**config.mk**
```make
export PLATFORM = sky130hd
export DESIGN_NAME = smon_serial_port
export DESIGN_NICKNAME = d
export VERILOG_FILES = /design/src/rtl/smon_sport_pkg.sv /design/src/rtl/smon_sclk_gen.sv /design/src/rtl/smon_result_hold.sv /design/src/rtl/smon_frame_shift.sv /design/src/rtl/smon_serial_port.sv
export SDC_FILE = /design/constraint.sdc
export NUM_CORES = 1
export LEC_CHECK = 0
export BUFFER_PORTS_ARGS = -buffer_cell sky130_fd_sc_hd__buf_4
export CORE_MARGIN = 2
export CORE_UTILIZATION = 43
export DETAILED_ROUTE_END_ITERATION = 7
export PLACE_DENSITY = 0.6
export SYNTH_ARGS = -nofsm -noshare
export SYNTH_HDL_FRONTEND = slang
export SYNTH_SLANG_ARGS = --single-unit
```
**constraint.sdc**
```tcl
create_clock -name clk_i -period 2.6 [get_ports clk_i]
set_clock_uncertainty 0.05 [all_clocks]
set_input_delay 0.78 -clock clk_i [delete_from_list [all_inputs] [get_ports clk_i]]
set_output_delay 0.78 -clock clk_i [all_outputs]
set_load 0.005 [all_outputs]
```
**src/rtl/smon_sport_pkg.sv**
```systemverilog
package smon_sport_pkg;
  // core clock cycles in half a serial clock period
  function automatic logic [2:0] half_period(input logic [1:0] code);
    case (code)
      2'b10:   half_period = 3'd2;
      2'b11:   half_period = 3'd4;
      default: half_period = 3'd1;
    endcase
  endfunction
endpackage

```
**src/rtl/smon_sclk_gen.sv**
```systemverilog
module smon_sclk_gen
  import smon_sport_pkg::*;
(
  input  logic       clk_i,
  input  logic       rst_ni,
  input  logic [1:0] div_sel_i,
  input  logic       run_i,
  output logic       sclk_o,
  output logic       fall_o
);
  logic [2:0] cnt_q;
  logic       sclk_q;
  logic       wrap;

  assign wrap   = run_i && (cnt_q >= half_period(div_sel_i) - 3'd1);
  assign fall_o = wrap && sclk_q;
  assign sclk_o = sclk_q;

  always_ff @(posedge clk_i or negedge rst_ni) begin
    if (!rst_ni) begin
      cnt_q  <= '0;
      sclk_q <= 1'b0;
    end else if (!run_i) begin
      cnt_q  <= '0;
      sclk_q <= 1'b0;
    end else if (wrap) begin
      cnt_q  <= '0;
      sclk_q <= ~sclk_q;
    end else begin
      cnt_q  <= cnt_q + 3'd1;
    end
  end
endmodule

```
**src/rtl/smon_result_hold.sv**
```systemverilog
module smon_result_hold #(
  parameter int MAG_W = 20,
  parameter int PK_W  = 13,
  parameter int THR_W = 13
) (
  input  logic             clk_i,
  input  logic             rst_ni,
  input  logic [MAG_W-1:0] mag_i,
  input  logic [PK_W-1:0]  peak_i,
  input  logic [THR_W-1:0] thr_i,
  input  logic             valid_i,
  input  logic             take_i,
  output logic [MAG_W-1:0] mag_o,
  output logic [PK_W-1:0]  peak_o,
  output logic [THR_W-1:0] thr_o,
  output logic             pending_o
);
  always_ff @(posedge clk_i or negedge rst_ni) begin
    if (!rst_ni) begin
      mag_o     <= '0;
      peak_o    <= '0;
      thr_o     <= '0;
      pending_o <= 1'b0;
    end else begin
      if (valid_i) begin
        mag_o  <= mag_i;
        peak_o <= peak_i;
        thr_o  <= thr_i;
      end
      // a new strobe wins over a take in the same cycle
      if (valid_i)     pending_o <= 1'b1;
      else if (take_i) pending_o <= 1'b0;
    end
  end
endmodule

```
**src/rtl/smon_frame_shift.sv**
```systemverilog
module smon_frame_shift #(
  parameter int MAG_W = 20,
  parameter int PK_W  = 13,
  parameter int THR_W = 13
) (
  input  logic             clk_i,
  input  logic             rst_ni,
  input  logic             fall_i,
  input  logic             pending_i,
  input  logic             out_en_i,
  input  logic [2:0]       en_i,      // {thr, peak, mag}
  input  logic [MAG_W-1:0] mag_i,
  input  logic [PK_W-1:0]  peak_i,
  input  logic [THR_W-1:0] thr_i,
  output logic             take_o,
  output logic             busy_o,
  output logic             sdata_o,
  output logic             frame_o
);
  localparam int TOT   = MAG_W + PK_W + THR_W;
  localparam int CNT_W = $clog2(TOT + 1);

  logic [TOT-1:0]   pack, shift_q;
  logic [CNT_W-1:0] len, left_q;

  // enabled words packed MSB-aligned in order mag, peak, thr
  always_comb begin
    pack = '0;
    len  = '0;
    if (en_i[0]) begin
      pack = pack | ({mag_i, {(TOT-MAG_W){1'b0}}} >> len);
      len  = len + CNT_W'(MAG_W);
    end
    if (en_i[1]) begin
      pack = pack | ({peak_i, {(TOT-PK_W){1'b0}}} >> len);
      len  = len + CNT_W'(PK_W);
    end
    if (en_i[2]) begin
      pack = pack | ({thr_i, {(TOT-THR_W){1'b0}}} >> len);
      len  = len + CNT_W'(THR_W);
    end
  end

  assign take_o = fall_i && !busy_o && pending_i && out_en_i && (|en_i);

  always_ff @(posedge clk_i or negedge rst_ni) begin
    if (!rst_ni) begin
      shift_q <= '0;
      left_q  <= '0;
      busy_o  <= 1'b0;
      sdata_o <= 1'b0;
      frame_o <= 1'b0;
    end else if (take_o) begin
      shift_q <= pack;
      left_q  <= len;
      busy_o  <= 1'b1;
      sdata_o <= 1'b0;
      frame_o <= 1'b1;
    end else if (fall_i && busy_o) begin
      frame_o <= 1'b0;
      if (left_q == '0) begin
        busy_o  <= 1'b0;
        sdata_o <= 1'b0;
      end else begin
        sdata_o <= shift_q[TOT-1];
        shift_q <= shift_q << 1;
        left_q  <= left_q - CNT_W'(1);
      end
    end
  end
endmodule

```
**src/rtl/smon_serial_port.sv**
```systemverilog
module smon_serial_port #(
  parameter int MAG_W = 20,
  parameter int PK_W  = 13,
  parameter int THR_W = 13
) (
  input  logic             clk_i,
  input  logic             rst_ni,
  input  logic [MAG_W-1:0] mag_i,
  input  logic [PK_W-1:0]  peak_i,
  input  logic [THR_W-1:0] thr_i,
  input  logic             result_valid_i,
  input  logic             mag_en_i,
  input  logic             peak_en_i,
  input  logic             thr_en_i,
  input  logic [1:0]       div_sel_i,
  input  logic             sleep_i,
  input  logic             out_en_i,
  output logic             sclk_o,
  output logic             sdata_o,
  output logic             frame_o
);
  logic             busy, pending, take, fall, run;
  logic [MAG_W-1:0] h_mag;
  logic [PK_W-1:0]  h_peak;
  logic [THR_W-1:0] h_thr;

  assign run = !sleep_i || busy || pending;

  smon_sclk_gen u_clk (
    .clk_i(clk_i), .rst_ni(rst_ni), .div_sel_i(div_sel_i),
    .run_i(run), .sclk_o(sclk_o), .fall_o(fall)
  );

  smon_result_hold #(.MAG_W(MAG_W), .PK_W(PK_W), .THR_W(THR_W)) u_hold (
    .clk_i(clk_i), .rst_ni(rst_ni), .mag_i(mag_i), .peak_i(peak_i),
    .thr_i(thr_i), .valid_i(result_valid_i), .take_i(take),
    .mag_o(h_mag), .peak_o(h_peak), .thr_o(h_thr), .pending_o(pending)
  );

  smon_frame_shift #(.MAG_W(MAG_W), .PK_W(PK_W), .THR_W(THR_W)) u_shift (
    .clk_i(clk_i), .rst_ni(rst_ni), .fall_i(fall), .pending_i(pending),
    .out_en_i(out_en_i), .en_i({thr_en_i, peak_en_i, mag_en_i}),
    .mag_i(h_mag), .peak_i(h_peak), .thr_i(h_thr),
    .take_o(take), .busy_o(busy), .sdata_o(sdata_o), .frame_o(frame_o)
  );
endmodule

```
# == Word level (Yosys, flattened, before mapping) ==
# Cells that the tools add are included.
# word_totals
elab_cells,71
ff_bits,106
# op_classes
shift,2
mux,27
bitwise,3
n_reduce_logical,18
n_addsub,5
eq_ne,4
order_cmp,1
# ops
cell,n
46-bit two-way mux,6
46-bit bitwise OR,2
46-bit by 6-bit >> shifter with 46-bit output,2
6-bit two-way mux,5
"6-bit by 4-bit adder with 6-bit output, second input constant",2
1-bit two-way mux,12
1-bit logical AND,7
6-bit logical NOT,1
3-bit two-way mux,2
3-bit case mux with 2 select lines,1
2-bit nonzero test,3
"6-bit by 1-bit subtractor with 6-bit output, second input constant",1
5-bit two-way mux,1
"2-bit equality test, second input constant",2
"2-bit != test, second input constant",2
2-bit AND reduction,2
"3-bit by 1-bit adder with 3-bit output, second input constant",1
3-bit >= comparator,1
3-bit OR reduction,1
"3-bit by 1-bit subtractor with 3-bit output, second input constant",1
1-bit logical NOT,2
1-bit logical OR,2
1-bit inverter,1

# == Logic depth before layout (Yosys ltp) ==
# Gate-level depths: netlist (run 1).
# logic_depth
depth_word,12
mapped_depth,10
ltp_nobuf,7

# == Hierarchy ==
# From an unflattened synthesis (run 1), not the netlist that was laid out.
# unflattened
cells_unflattened,549
hier_area_um2,6132.1
# modules_own_cells
module,seq_area_each_um2,n_inst,cells_each,area_each_um2
smon_frame_shift,1376.3,1,422,4000.1
smon_result_hold,1176.1,1,100,1864.3
smon_sclk_gen,100.1,1,26,259.0
smon_serial_port,0.0,1,1,8.8

# == Least setup slack after synthesis (run 1) ==
# No wires, ideal clock.
# synth_timing
path_type,input to register
start,input port peak_en_i
end,register u_shift.shift_q[43]
slack_ns,0.007
stages,10
n_path_buf,3
arrival_time_ns,2.447
setup_time_ns,0.095
cell_sequence,buf_2 -> inv_1 -> ha_1 -> buf_2 -> or3b_1 -> buf_2 -> nor3_2 -> a222oi_1 -> and2_1 -> o31ai_1
# synth_via
elab_chain_len,5
word_cells_on_any_way,11
classes_between,eq/ne (1); shift (1); mux (4); bitwise (1); reduce/logical (4)
# synth_rtl
element,line,rtl
"start, declared",smon_serial_port.sv:13,"input logic peak_en_i,"
6-bit two-way mux,smon_frame_shift.sv:34,if (en_i[1]) begin
46-bit by 6-bit >> shifter with 46-bit output,smon_frame_shift.sv:39,"pack = pack | ({thr_i, {(TOT-THR_W){1'b0}}} >> len);"
46-bit bitwise OR,smon_frame_shift.sv:39,
46-bit two-way mux,smon_frame_shift.sv:38,if (en_i[2]) begin
46-bit two-way mux,smon_frame_shift.sv:53,end else if (take_o) begin
"end signal, assigned",smon_frame_shift.sv:54,shift_q <= pack;
"end signal, assigned",smon_frame_shift.sv:66,shift_q <= shift_q << 1;
"end, declared",smon_frame_shift.sv:23,"logic [TOT-1:0] pack, shift_q;"
# Several ways; a longest one is shown, not always the timed one.
# A chain may end at the register's enable or synchronous reset.

# == Worst setup path in the final report (run 1) ==
# layout_timing
start,input port mag_en_i
end,register u_shift.shift_q[33]
# layout_via
elab_chain_len,7
word_cells_on_any_way,16
classes_between,add/sub (1); eq/ne (1); shift (2); mux (6); bitwise (2); reduce/logical (4)
# layout_rtl
element,line,rtl
"start, declared",smon_serial_port.sv:12,"input logic mag_en_i,"
5-bit two-way mux,smon_frame_shift.sv:30,if (en_i[0]) begin
6-bit by 4-bit adder with 6-bit output / 46-bit by 6-bit >> shifter with 46-bit output (equally long branches),"smon_frame_shift.sv:36, smon_frame_shift.sv:35",
6-bit two-way mux / 46-bit bitwise OR (equally long branches),"smon_frame_shift.sv:34, smon_frame_shift.sv:35",
46-bit by 6-bit >> shifter with 46-bit output / 46-bit two-way mux (equally long branches),"smon_frame_shift.sv:39, smon_frame_shift.sv:34",
46-bit bitwise OR,smon_frame_shift.sv:39,
46-bit two-way mux,smon_frame_shift.sv:38,
46-bit two-way mux,smon_frame_shift.sv:53,
# Several ways; a longest one is shown, not always the timed one.

==> results of run 1 <==
==> logic make-up (layout without fill, tap and decap cells) <==
kind of cell               after synthesis  after routing  share of synthesized area, %
DFF                                    106            106                          44.9
buffers and inverters                   60            173                          4.62
AOI/OAI and AO/OA                      152            152                          17.9
and+or+nand+nor                        173            173                          14.2
other                                    1              1                        0.0635
xor gates and xnor gates                 2              2                         0.297
muxes                                   80             80                          15.4
adders and majority gates               12             12                          2.54
==> per-layer routing <==
layer	share of wire (%)	global-route usage (%)	vias up
met4	2.6	9.34	0
li1	-	-	2379
met3	5.6	4.42	26
met5	0	0	-
met2	45	38.4	184
met1	46	34.8	2572
==> worst max-delay path, cell delays in order <==
cell      delay [ns]
buf_4           0.12
inv_1           0.11
ha_1            0.28
inv_1           0.20
buf_4           0.18
mux2i_1         0.43
a222oi_1        0.19
a211oi_1        0.29
==> area by class of cell <==
cell class / instances / area [µm²] / share of cell area, %
clock buffers: 9 / 225 / 3.03
clock inverters: 7 / 95.1 / 1.28
inverters: 11 / 41.3 / 0.556
multi-input cells: 420 / 3000 / 40.4
flip-flops and latches: 106 / 2650 / 35.7
well taps: 176 / 220 / 2.96
repair buffers: 146 / 1200 / 16.1
==> registers in the layout (all words and copies together), names as in the netlist <==
name,flops
u_hold.thr_o,13
u_shift.busy_o,1
u_clk.sclk_o,1
u_shift.shift_q,46
u_shift.sdata_o,1
u_hold.pending_o,1
u_hold.peak_o,13
u_clk.cnt_q,3
u_shift.frame_o,1
u_hold.mag_o,20
u_shift.left_q,6
==> through the flow <==
stage	hold slack, ns	utilization [%]	worst slack (ns)
after global placement	0.399	53.3	-0.120
after detailed placement	0.414	53.3	-0.144
after floorplan	0.380	-	0.00717
after global routing	0.455	55.7	0.121
after CTS	0.425	55.7	0.246
final	0.421	55.7	0.232
==> report_power, final <==
part / leakage, nW / internal [mW] / total [mW] / switching, mW
Sequential: 1.27 / 2.15 / 2.53 / 0.375
Clock: 0.157 / 0.777 / 1.46 / 0.686
Combinational: 1.82 / 1.18 / 2.49 / 1.31
==> worst max path at each step <==
stage               depth (start not counted)                         endpoint
floorplan                                  10  u_shift.shift_q[43]$_DFFE_PN0P_
detailed placement                          8  u_shift.shift_q[33]$_DFFE_PN0P_
global route                                9  u_shift.shift_q[33]$_DFFE_PN0P_
CTS                                         8  u_shift.shift_q[33]$_DFFE_PN0P_
global placement                            8  u_shift.shift_q[33]$_DFFE_PN0P_
finish                                      8  u_shift.shift_q[33]$_DFFE_PN0P_
==> cells in the final DEF, fill, tap and decap left out, types with 10 or more instances in the layout <==
cell type  synthesis  layout
buf_4              1     138
and2_1            10      10
nor2_1            43      43
nand3_1           20      20
a21oi_1           30      30
ha_1              12      12
o21ai_1           14      14
nand2_1           50      50
a222oi_1          13      13
inv_1             11      11
mux2i_1           20      20
dfrtp_1          106     106
mux2_2            54      54
o21ai_0           25      25
nor3_1            18      18
==> synthesized netlist by cell type, drive strengths merged, types with 2 or more instances <==
cell type	instances	area, µm²
a2111oi	2	18.8
a211oi	8	60.1
a21o	3	22.5
a21oi	30	150
a221oi	8	76.3
a222oi	13	130
a22o	6	52.6
a22oi	4	30.0
a2bb2oi	2	17.5
a311oi	2	17.5
a31oi	3	18.8
a32o	6	60.1
and2	10	62.6
and3	2	12.5
buf	32	168
clkbuf	17	63.8
dfrtp	106	2650
ha	12	150
inv	11	41.3
mux2	58	664
mux2i	20	200
mux4	2	45.0
nand2	50	188
nand2b	4	25.0
nand3	20	100
nand4	5	31.3
nor2	43	161
nor2b	8	50.1
nor3	21	120
nor3b	3	22.5
o211ai	7	52.6
o21ai	40	204
o22ai	2	12.5
o2bb2ai	3	26.3
o31ai	5	37.5
==> flow_summary.toml, run 1 <==
[routing]
remaining_drc_errors = 0
drt_iter0_drc = 381
drt_wl_total_um = 17500
wire_per_inst_um = 20.0
firstDrtPassIters = 7
vias = 5161
antenna_left = 0
vias_per_cell = 5.90

[hold_path]
min_from = "u_clk.cnt_q[0]$_DFF_PN0_"
hold_class = "reg -> reg"
min_path_cells = 1
hold-path-endpoint = "u_clk.cnt_q[0]$_DFF_PN0_"

[sta]
fmax_mhz = 422
hold_violations = 0
finalCritPeriodShare_pct = 91.1
slew_viol_final = 0
fin_setup_tns_ns = 0
final.min_clock_period_ns = 2.37
relSlewSlack_pct = 31.8
setup_viol = 0
worstMarginPinSlew_ns = 1.02
rsz0062_at_grt = "false"

[setup_path]
crit_type = "in -> reg"
cp.required_ns = 2.81
crit_path_start_kind = "primary input"
startpoint = "mag_en_i"
r2r_slack_ns = 0.40
worstReg2RegEnd = "u_shift.shift_q[16]$_DFFE_PN0P_"
arrival_ns = 2.58
r2r_cells = 9
cp_max_fo = 6
end_kind = "register"
timing.rr.start = "u_clk.cnt_q[0]$_DFF_PN0_"

[flow_run]
cap_violations = 0

[layout]
syn_to_final_growth_pct = 25.8
fin_nets = 762
nFillCells = 1211
layout.cells.non_filler = 875
stdcell_area_um2 = 7430
n_antenna_cell = 0
drive_gt1_share_pct = 32.8

[clocking]
cts_setup_buffers = 0
cts_max_level = 3
clk_latency_ns = 0.36
cts_tree = "done"
clockBufferDepth = 2
ctsHoldBuffers = 0
cts.sinks = 106
cts_resized = 0
cts_root_buf = "clkbuf_16"
numCtsBuffers = 9
cts.clk_slew.worst_paths_ns = 0.08

[global_route]
gr-total-overflow = 0
grt_pass1_wl_um = 27700
grt_start_max_net_pins = 107
grtUsageTotal_pct = 24.8
antenna_found_initial = 0
grt_pass1_vias = 5105

[placed_design]
place_inst = 859
place_area_um2 = 7110
dp_hpwl_um = 13100
port_buffers = 58
place_congestion = 0.944

[floorplanning]
ios = 59
core_um2 = 13300
die_area_um2 = 14700
start_util_pct = 44.2
row_count = 42
fp.dieH_um = 121
die_x_um = 121

[power]
leakagePower_nw = 3.24
peakVddDrop_uv = 366
powerDensity_nw_per_um2 = 873
p_total_mw = 6.48

[logic_synthesis]
post_synth_num_cell_types = 63
ys_async_sr_fraction_pct = 100
synth_ff_type = "dfrtp_1"
syn_inst = 586
syn_area_um2 = 5910
postSynthAreaPerCell_um2 = 10.1
synth_seq_cells = 106
ys_seq_area_share_pct = 44.9
synth_nets = 654
synth_edf_count = 0
yosysWarnings = 0

[run_status]
status = "finished clean"
(Power assumes the default switching activity.)
==> run 2: changes to the inputs <==
--- a/config.mk
+++ b/config.mk
@@ -6,9 +6,10 @@
 export NUM_CORES = 1
 export LEC_CHECK = 0
 export BUFFER_PORTS_ARGS = -buffer_cell sky130_fd_sc_hd__buf_4
-export CORE_MARGIN = 2
+export CORE_MARGIN = 5
 export CORE_UTILIZATION = 43
 export DETAILED_ROUTE_END_ITERATION = 7
+export HOLD_SLACK_MARGIN = 0.06
 export PLACE_DENSITY = 0.6
 export SYNTH_ARGS = -nofsm -noshare
 export SYNTH_HDL_FRONTEND = slang
==> run 2 against run 1 <==
Net effect:
- global-route usage shrank 1.9 points
- via count shrank 2.0%
- core utilization shrank 0.056 points
- non-clock buffer count is the same
- count of clock-buffer cells in the layout grew 1
- setup slack lost 0.16 ns
- clock power shrank 3%
- worst hold slack lost 0.22 ns
- register-to-register slack gained 0.08 ns
- critical endpoint is now u_shift.shift_q[35]$_DFFE_PN0P_
==> flow_summary.toml, run 2 (synthesis gave the netlist of run 1 again) <==
[setup_path]
r2r_cells = 9
cp_max_fo = 8
crit_type = "in -> reg"
arrival_ns = 2.73
r2r_slack_ns = 0.48
timing.rr.start = "u_clk.cnt_q[0]$_DFF_PN0_"
cp.required_ns = 2.80
crit_path_start_kind = "primary input"
worstReg2RegEnd = "u_shift.left_q[1]$_DFFE_PN0P_"
end_kind = "register"

[sta]
slew_viol_final = 0
worstMarginPinSlew_ns = 0.606
finalCritPeriodShare_pct = 97.1
final.min_clock_period_ns = 2.52
rsz0062_at_grt = "false"
setup_viol = 0
hold_violations = 0
relSlewSlack_pct = 59.6
fmax_mhz = 396

[routing]
antenna_left = 0
vias_per_cell = 5.78
firstDrtPassIters = 5
drt_iter0_drc = 513
drt_wl_total_um = 17700
wire_per_inst_um = 20.3
remaining_drc_errors = 0
vias = 5059

[global_route]
grt_start_max_net_pins = 67
grt_pass1_vias = 5118
gr-total-overflow = 0
grt_pass1_wl_um = 28700
grtUsageTotal_pct = 22.8
antenna_found_initial = 0

[layout]
syn_to_final_growth_pct = 25.7
mostFrequentLayoutCell = "buf_4"
reg.largest.list = "u_shift.shift_q: 46 flops, u_hold.mag_o: 20 flops"
largest-register = "u_shift.shift_q"
drive_gt1_share_pct = 32.6
layout.cells.non_filler = 875
final_cell_mix = "buf_4, dfrtp_1, mux2_2"
n_antenna_cell = 0
fin_nets = 762
largest_reg_flops = 46

[floorplanning]
ios = 59
die_x_um = 127
row_count = 42
fp.dieH_um = 127
die_area_um2 = 16200
start_util_pct = 44.2
core_um2 = 13300

[placed_design]
place_inst = 859
port_buffers = 58
place_congestion = 0.947
dp_hpwl_um = 13600

[clocking]
ctsHoldBuffers = 0
cts_resized = 0
cts.clk_slew.worst_paths_ns = 0.07
cts.sinks = 106
cts_tree = "done"
cts_setup_buffers = 0
cts_root_buf = "clkbuf_16"
numCtsBuffers = 9
clockBufferDepth = 2
clk_latency_ns = 0.36
cts_max_level = 3

[flow_run]
cap_violations = 0

[run_status]
status = "finished clean"

[power]
p_total_mw = 6.47
peakVddDrop_uv = 425
powerDensity_nw_per_um2 = 872
leakagePower_nw = 3.24

[hold_path]
hold_class = "in -> async"
==> run 2: worst max path at each step <==
| stage | start | to | slack [ns] |
|---|---|---|---|
| floorplan | peak_en_i | u_shift.shift_q[43]$_DFFE_PN0P_ | 0.007 |
| global placement | mag_en_i | u_shift.shift_q[35]$_DFFE_PN0P_ | -0.17 |
| detailed placement | mag_en_i | u_shift.shift_q[35]$_DFFE_PN0P_ | -0.27 |
| CTS | mag_en_i | u_shift.shift_q[35]$_DFFE_PN0P_ | 0.12 |
| global route | mag_en_i | u_shift.shift_q[35]$_DFFE_PN0P_ | 0.06 |
| finish | mag_en_i | u_shift.shift_q[35]$_DFFE_PN0P_ | 0.08 |
==> run 2: worst max-delay path: stages <==
cell	delay [ns]
buf_4	0.09
inv_1	0.07
ha_1	0.24
buf_4	0.16
buf_4	0.16
nand2b_1	0.16
o2bb2ai_1	0.49
a222oi_1	0.26
a211oi_1	0.31
==> run 2: metal layers <==
metal / track usage [%] / vias up / wire length, µm
li1: - / 2380 / -
met1: 32.4 / 2502 / 8230
met2: 35.7 / 151 / 8200
met3: 3.17 / 26 / 844
met4: 8.58 / 0 / 458
met5: 0 / - / 0
==> run 2: power by group <==
part	internal, mW	leakage, nW	total [mW]	switching [mW]
Clock	0.760	0.145	1.42	0.656
Combinational	1.21	1.83	2.54	1.33
Sequential	2.15	1.27	2.52	0.366
==> run 2: through the flow <==
step | instance area (µm²) | setup TNS, ns | hold slack, ns | worst slack (ns) | utilization, %
6_report | 7420 | 0 | 0.202 | 0.0758 | 55.6
4_1_cts | 7420 | 0 | 0.196 | 0.124 | 55.6
5_1_grt | 7420 | 0 | 0.195 | 0.0632 | 55.6
3_5_place_dp | 7120 | -1.54 | 0.401 | -0.271 | 53.3
2_1_floorplan | 5910 | 0 | 0.380 | 0.00717 | -
3_3_place_gp | 7120 | -0.697 | 0.400 | -0.168 | 53.3
==> run 2: final cells by class <==
class	instances	area, µm²
multi-input combinational	420	3000
sequential	106	2650
tap	176	220
fill	1210	5930
timing repair buffer	146	1210
clock buffer	10	229
clock inverter	6	71.3
inverter	11	41.3
==> run 3: changes to the inputs <==
--- a/config.mk
+++ b/config.mk
@@ -6,11 +6,13 @@
 export NUM_CORES = 1
 export LEC_CHECK = 0
 export BUFFER_PORTS_ARGS = -buffer_cell sky130_fd_sc_hd__buf_4
+export CORE_ASPECT_RATIO = 0.7
 export CORE_MARGIN = 5
-export CORE_UTILIZATION = 43
+export CORE_UTILIZATION = 30
 export DETAILED_ROUTE_END_ITERATION = 7
+export GPL_ROUTABILITY_DRIVEN = 1
 export HOLD_SLACK_MARGIN = 0.06
-export PLACE_DENSITY = 0.6
+export PLACE_DENSITY = 0.45
 export SYNTH_ARGS = -nofsm -noshare
 export SYNTH_HDL_FRONTEND = slang
 export SYNTH_SLANG_ARGS = --single-unit
==> run 3 against run 2 <==
Net effect:
- combinational power barely moved
- setup slack improved by 0.058 ns
- flip-flop and latch count did not move
- critical path depth rose by 2
- die area rose by 40%
- clock power fell by 4%
- core utilization fell by 16 points
- worst hold slack improved by 0.12 ns
==> flow_summary.toml, run 3 (synthesis gave the netlist of run 1 again) <==
[clocking]
clk_latency_ns = 0.36
cts_root_buf = "clkbuf_16"
cts_resized = 0
cts_setup_buffers = 0
cts_tree = "done"
ctsHoldBuffers = 0
cts.clk_slew.worst_paths_ns = 0.08
cts.sinks = 106
clockBufferDepth = 2
cts_max_level = 3
numCtsBuffers = 9

[global_route]
grt_pass1_wl_um = 30300
grt_pass1_vias = 5182
antenna_found_initial = 0
grtUsageTotal_pct = 17.4
grt_start_max_net_pins = 48
gr-total-overflow = 0

[placed_design]
place_congestion = 0.868
dp_hpwl_um = 14700
port_buffers = 58
place_ws_ns = -0.234

[layout]
fin_nets = 777
n_antenna_cell = 0
largest-register = "u_shift.shift_q"
syn_to_final_growth_pct = 29.0
reg.largest.list = "u_shift.shift_q: 46 flops, u_hold.mag_o: 20 flops"
drive_gt1_share_pct = 34.2
final_cell_mix = "buf_4, dfrtp_1, mux2_2"
largest_reg_flops = 46
mostFrequentLayoutCell = "buf_4"

[power]
switching_share_pct = 37.4
powerDensity_nw_per_um2 = 847
p_int_mw = 4.04
leakagePower_nw = 3.30
combPwrFrac_pct = 39.8
clockPowerShare_pct = 21.0
peakVddDrop_uv = 468
switchingPower_mw = 2.41
p_seq_share_pct = 39.2

[sta]
slew_viol_final = 0
hold_violations = 0
holdWs_ns = 0.320
setup_viol = 0
fin_setup_tns_ns = 0
finalCritPeriodShare_pct = 94.8
rsz0062_at_grt = "false"
worst_slack_ns = 0.134
relSlewSlack_pct = 60.0
worstMarginPinSlew_ns = 0.598
final.min_clock_period_ns = 2.47
fmax_mhz = 406

[routing]
drt_wl_total_um = 19100
remaining_drc_errors = 0
vias_per_cell = 5.24
drt_iter0_drc = 574
wire_per_inst_um = 19.6
vias = 5120
firstDrtPassIters = 7
antenna_left = 0

[floorplanning]
die_area_um2 = 22600
core_um2 = 19100
fp.dieH_um = 127
start_util_pct = 30.9
die_x_um = 178
row_count = 42
ios = 59

[setup_path]
crit_type = "in -> reg"
arrival_ns = 2.66
r2r_cells = 10
crit_path_start_kind = "primary input"
cp.required_ns = 2.80
end_kind = "register"
cp_max_fo = 24

[hold_path]
hold_class = "in -> async"

[flow_run]
cap_violations = 0

[run_status]
status = "finished clean"
## run 3: changes by cell type in the layout (fill, tap and decap cells not counted), sizes merged
| cell | previous run | this run |
|---|---|---|
| buf | 146 | 161 |
| clkinvlp | 1 | 2 |
| clkinv | 1 | 2 |
| clkbuf | 10 | 9 |
| bufinv | 1 | 0 |
## run 3: path summary, 6_finish.rpt
kind,from,to,slack [ns]
max,mag_en_i,u_shift.shift_q[42]$_DFFE_PN0P_,0.13
min,rst_ni,u_shift.shift_q[39]$_DFFE_PN0P_,0.32
max reg2reg,u_clk.cnt_q[0]$_DFF_PN0_,u_shift.shift_q[42]$_DFFE_PN0P_,0.37
min reg2reg,u_clk.cnt_q[0]$_DFF_PN0_,u_clk.cnt_q[0]$_DFF_PN0_,0.42
max in group asynchronous,rst_ni,u_hold.pending_o$_DFFE_PN0P_,1.53
min in group clk_i,u_clk.cnt_q[0]$_DFF_PN0_,u_clk.cnt_q[0]$_DFF_PN0_,0.42
## run 3: critical path, cell delays in order
cell	delay [ns]
buf_4	0.12
inv_1	0.10
ha_1	0.19
nor2b_1	0.34
nor4b_4	0.08
buf_4	0.15
and2_1	0.18
buf_12	0.17
buf_4	0.16
and2_1	0.13
o31ai_1	0.24
## run 3: layout make-up
type | instances | area (µm²)
multi-input combinational | 420 | 3000
timing repair buffer | 161 | 1310
sequential | 106 | 2650
inverter | 11 | 41.3
clock inverter | 7 | 60.1
tap | 264 | 330
fill | 1951 | 11500
clock buffer | 9 | 225
## run 3: power by group through the flow
stage,Combinational [mW],Clock (mW),Sequential (mW)
2_1_floorplan,1.60,0,2.40
3_3_place_gp,2.51,0,2.55
3_5_place_dp,2.58,0,2.55
4_1_cts,2.58,1.41,2.53
5_1_grt,2.87,1.46,2.60
6_report,2.57,1.36,2.53
## run 3: routing by layer
| metal | global-route usage [%] | vias up | share of wire, % |
|---|---|---|---|
| met5 | 0 | - | 0 |
| met1 | 27.1 | 2503 | 52 |
| met3 | 4.05 | 23 | 6.9 |
| li1 | - | 2419 | - |
| met4 | 3.91 | 0 | 1.4 |
| met2 | 24.2 | 175 | 40 |
## run 3: metrics by stage
| stage | util (%) | power (mW) | instance area [µm²] | std cells |
|---|---|---|---|---|
| detailed placement | 38.3 | 5.13 | 7330 | 962 |
| global route | 39.8 | 6.93 | 7620 | 978 |
| floorplan | - | 4.00 | 5910 | 586 |
| CTS | 39.8 | 6.52 | 7620 | 978 |
| global placement | 38.3 | 5.06 | 7330 | 962 |
| finish | 39.8 | 6.45 | 7620 | 978 |
